--- config.mk ---
export PLATFORM = sky130hd
export DESIGN_NAME = addr_bank_mapper
export DESIGN_NICKNAME = d
export VERILOG_FILES = /design/src/rtl/addr_bank_mapper.sv
export SDC_FILE = /design/constraint.sdc
export NUM_CORES = 1
export LEC_CHECK = 0
export BUFFER_PORTS_ARGS = -buffer_cell sky130_fd_sc_hd__buf_4
export CAP_MARGIN = 20
export CELL_PAD_IN_SITES_DETAIL_PLACEMENT = 1
export CELL_PAD_IN_SITES_GLOBAL_PLACEMENT = 2
export CORE_AREA = 2 2 59 61
export CTS_CLUSTER_DIAMETER = 60
export CTS_CLUSTER_SIZE = 14
export DETAILED_ROUTE_END_ITERATION = 10
export DIE_AREA = 0 0 61 63
export PLACE_DENSITY = 0.8
export SKIP_LAST_GASP = 1
export SLEW_MARGIN = 20
export SYNTH_ARGS = -nofsm -noshare
export SYNTH_HDL_FRONTEND = slang
export SYNTH_SLANG_ARGS = --single-unit
--- constraint.sdc ---
create_clock -name clk -period 0.9 [get_ports clk]
set_clock_uncertainty 0.1 [all_clocks]
set_input_delay 0.045 -clock clk [delete_from_list [all_inputs] [get_ports clk]]
set_output_delay 0.045 -clock clk [all_outputs]
set_load 0.05 [all_outputs]
--- src/rtl/addr_bank_mapper.sv ---
module addr_bank_mapper #(
  parameter int VARIANT = 0,
  parameter int ADDR_W  = 13,
  parameter int BANK_W  = 3,
  parameter int PAGE_W  = 5
) (
  input  logic                     clk,
  input  logic                     rst_n,
  input  logic [ADDR_W-1:0]        bus_addr,
  input  logic                     bus_wr,
  output logic [BANK_W+11:0]       rom_addr,
  output logic                     rom_cs,
  output logic [PAGE_W+7:0]        ram_addr,
  output logic                     ram_cs,
  output logic                     ram_we
);

  localparam logic [7:0] TAG = (VARIANT == 0) ? 8'h3D :
                               (VARIANT == 1) ? 8'h3C : 8'h3B;

  logic [2:0] hi_q;
  logic [1:0] lo_q;
  logic       ram_en_q;
  logic       reg_hit;
  logic [3:0] cmd;
  logic [BANK_W-1:0] bank;
  logic [PAGE_W-1:0] page;
  logic       cart;
  logic       low_win;

  assign cmd     = bus_addr[11:8];
  assign reg_hit = bus_wr && !bus_addr[12] && (bus_addr[7:0] == TAG);

  always_ff @(posedge clk or negedge rst_n) begin
    if (!rst_n) begin
      hi_q     <= '0;
      lo_q     <= '0;
      ram_en_q <= 1'b0;
    end else if (reg_hit) begin
      if (cmd[3])
        hi_q <= cmd[2:0];
      else if (cmd[2])
        lo_q <= cmd[1:0];
      else if (cmd[1])
        ram_en_q <= ~cmd[0];
    end
  end

  generate
    if (VARIANT == 1) begin : g_swap
      assign bank = BANK_W'({1'b0, lo_q});
      assign page = PAGE_W'(hi_q);
    end else if (VARIANT == 2) begin : g_tied
      assign bank = BANK_W'(hi_q);
      assign page = PAGE_W'({hi_q, lo_q});
    end else begin : g_indep
      assign bank = BANK_W'(hi_q);
      assign page = PAGE_W'(lo_q);
    end
  endgenerate

  assign cart    = bus_addr[12];
  assign low_win = cart && (bus_addr[11:9] == 3'b000) && ram_en_q;

  assign rom_cs   = cart && !low_win;
  assign ram_cs   = low_win;
  assign ram_we   = low_win && bus_addr[8] && bus_wr;
  assign rom_addr = {bank, bus_addr[11:0]};
  assign ram_addr = {page, bus_addr[7:0]};

  AST_CS_EXCLUSIVE: assert property (@(posedge clk) disable iff (!rst_n)
    !(rom_cs && ram_cs));
  AST_WE_NEEDS_CS: assert property (@(posedge clk) disable iff (!rst_n)
    ram_we |-> (ram_cs && bus_wr));
  AST_HIGH_IS_ROM: assert property (@(posedge clk) disable iff (!rst_n)
    (bus_addr[12] && bus_addr[11:9] != 3'b000) |-> (rom_cs && !ram_cs));
  AST_LOW_NO_CS: assert property (@(posedge clk) disable iff (!rst_n)
    !bus_addr[12] |-> (!rom_cs && !ram_cs && !ram_we));
  AST_STATE_HOLDS: assert property (@(posedge clk) disable iff (!rst_n)
    !reg_hit |=> ($stable(hi_q) && $stable(lo_q) && $stable(ram_en_q)));
  AST_RAM_ENABLE: assert property (@(posedge clk) disable iff (!rst_n)
    (reg_hit && cmd == 4'h2) |=> ram_en_q);
  AST_RAM_DISABLE: assert property (@(posedge clk) disable iff (!rst_n)
    (reg_hit && cmd == 4'h3) |=> !ram_en_q);

endmodule

==> results by group <==
Floorplan
  • Core box area: 3230 sq um
  • Floorplan die area: 3840 sq um
  • Die Span Y: roughly 63 um
  • Row count: 21
  • Initial standard-cell utilization of the core: 0.162
  • I/O pin cnt: 47
  • Die outline width: 61 um

GRT
  • Maximum number of pins on one net before global-route repair: 7
  • Antenna violations before repair: 0
  • Number of global-route vias before repair: 462
  • Global-route wire length before repair: approximately 2.1 mm
  • Aggregate global routing overflow: 0
  • GRT Util Overall: 0.0753

Drt
  • Overall via count from detail_route: about 460
  • Routed wire length: 1.47 mm
  • Post-route antenna net violation count: 0
  • Post-DR vias/cell: 3.47
  • Starting DRC count in detailed routing: 6
  • WL/cell: 11.0 um
  • TritonRoute pass-1 iters: 3
  • DRC violation count after routing: 0

Synthesis
  • Top area cells in the synthesized netlist: buf_4 33%, dfrtp_1 29%, mux2_4 8.6%, and4bb_4 6.2%, mux2_1 4.3%
  • Sequential-to-total area share from yosys stat: 0.286
  • Unique cell type count in the Yosys netlist: 17
  • Post-synthesis cell area: 524 sq um
  • Post-Syn Instances: 49
  • Average cell area after synthesis: 10.7 sq um
  • Fraction of post-synthesis cell area in the top cell type by area: 0.329
  • Post-synthesis cell type with the largest combined area: buf_4
  • Number of register bits inferred by synthesis: 6
  • Synthesis Warnings: 0

Finish
  • Post-layout nets: 104
  • Non-filler instance count after layout: 133
  • Area of all placed cells without fillers: slightly below 1000 sq um
  • Area Overhead vs Synth: 83.8%
  • Fraction of final layout cells with drive strength greater than 1: 0.862
  • Count of inserted antenna diode cells: 0
  • Final cell utilization of the core: 0.298
  • Count of filler cells inserted in the layout: 376

Critical path
  • Ordered cell list for the critical path: nand2_2 -> nor4_4 -> and3_4 -> buf_8
  • Critical Path RT: 750 ps
  • Worst path buffer plus inverter count: 1
  • Depth of the worst register-to-register path: 1
  • Setup crit start kind: flop
  • Worst reg2reg setup slack: 10 ps
  • Maximum fanout count along the critical path: 2
  • RR Endpoint: bank[2]
  • Crit path capture type: output pin
  • Delay-heaviest family, CP: simple AND/OR/NAND/NOR gates
  • Crit Path Category: flop to output pin
  • Largest stage delay, worst path: 360 ps
  • Cell with the biggest individual delay on the critical path: dfrtp_1
  • Crit path arrival time: 1190 ps
  • Critical R2R Launch: bank[2]

Outcome
  • Status: finished with violations
  • Violated checks: negative setup slack

Placement
  • Routability cong.: between 0.7 and 0.8
  • Number of cells in the design after placement: 126
  • Count of port buffers added during placement: 43
  • Placed standard-cell area: 852 sq um
  • Detailed placer's ending HPWL: between 1 and 1.5 mm

Pwr
  • P_leak: 0.505 nW
  • Worst vdd rail ir drop: 0.000420 V
  • Pwr dens: 1060 nW/um^2
  • Power consumption: about 1 mW

CTS
  • Clock tree from TritonCTS: built
  • Maximum buffer depth of the clock tree: 2
  • Number of sinks handled by clock tree synthesis: 6
  • Number of CTS-inserted buffers: 3
  • Clock input transition at the sequential cells of the worst setup and hold paths: 50 ps
  • Root Buffer: clkbuf_4
  • Clock network latency to the later pin of the worst-skew pair: 240 ps
  • Number of H-tree levels: 1

Timing
  • Unrepaired setup endpoints after global routing: yes
  • Number of pins with negative max-slew slack in the final report: 0
  • Minimum period implied by the final worst setup slack: 1340 ps
  • Hold Vio Cnt, Final: 0
  • Final setup violation count: 13
  • Final critical-path setup slack: -436 ps
  • Post-route clock period utilization: 1.48
  • Maximum clock frequency: approximately 750 MHz

Hold path
  • Min-delay worst type: input pin to asynchronous set/reset pin

Run
  • # Max-Cap Violations: 0
-- timing repair --
| item | CTS | global route |
|---|---|---|
| hold buffers | 2 | 0 |
| buffers inserted | 1 | 0 |
| pin swaps | 7 | 4 |
| hold endpoints to repair | 9 | 0 |
| resized for setup | 13 | 3 |
| setup endpoints to repair | 13 | 13 |
-- cell families (layout without fill, tap and decap cells) --
family / Yosys count / in the layout / share of synthesized area
other: 1 / 3 / 0.00715
buffers and inverters: 24 / 60 / 0.337
muxes: 6 / 6 / 0.148
DFF: 6 / 6 / 0.286
and+or+nand+nor: 12 / 12 / 0.222
-- cells in the mapped netlist --
master and instances:
buf_4 23, dfrtp_1 6, mux2_4 3, and4bb_4 2
mux2_1 2, nor2b_1 2, and2_2 1, and3_1 1
conb_1 1, inv_1 1, mux2i_1 1, nand2_1 1
nand4_1 1, nand4_2 1, nand4_4 1, nor3b_1 1
nor4_1 1
-- through the flow --
| step | hold WS (ps) | setup slack [ps] | setup TNS (ps) |
|---|---|---|---|
| 2_1_floorplan | -351 | -713 | -2440 |
| 3_3_place_gp | -245 | -309 | -2400 |
| 3_5_place_dp | -242 | -334 | -2580 |
| 4_1_cts | 32.7 | -458 | -1940 |
| 5_1_grt | 36.9 | -497 | -2060 |
| 6_report | 40.5 | -436 | -1630 |
-- flip-flops by register name (all words and copies together) (netlist names) --
signal / flops
lo_q: 2
bank: 3
ram_en_q: 1
-- where the power goes --
group | internal (mW) | total (mW) | switching [mW]
clock network | 0.168 | 0.266 | 0.0978
logic | 0.174 | 0.477 | 0.303
registers | 0.274 | 0.276 | 0.00253
total | 0.616 | 1.02 | 0.403
-- routing by layer --
| layer | routed length [um] | global-route usage | vias to the layer above |
|---|---|---|---|
| met5 | 0 | 0 | - |
| met4 | 0 | 0.0326 | 0 |
| met3 | 178 | 0.0228 | 0 |
| met2 | 723 | 0.129 | 34 |
| met1 | 564 | 0.0826 | 211 |
| li1 | - | - | 216 |
-- placed cells by master (no fill, tap or decap), drive strengths merged, types with 2 or more instances in the layout --
cell type / synthesis / layout
and4bb: 2 / 2
buf: 23 / 53
clkbuf: 0 / 4
conb: 1 / 3
dfrtp: 6 / 6
mux2: 5 / 5
nand4: 3 / 3
nor2b: 2 / 2
-- worst max path at each step --
stage | start | to | slack, ps | cells after the start
finish | ram_en_q | ram_we | -440 | 4
global route | ram_en_q | ram_we | -500 | 4
CTS | ram_en_q | ram_we | -460 | 4
detailed placement | bus_addr[6] | bank[0] | -330 | 4
global placement | bus_addr[6] | bank[0] | -310 | 4
floorplan | ram_en_q | rom_cs | -710 | 3
-- layout make-up --
type                            count  area [sq um]  area share
Tap cell                           46          57.6      0.0597
Multi-Input combinational cell     21           246       0.256
Sequential cell                     6           156       0.162
Timing Repair Buffer               55           473       0.491
Inverter                            1          3.75     0.00390
Clock buffer                        4          26.3      0.0273
Note: power is estimated with default switching activity, not from simulation.
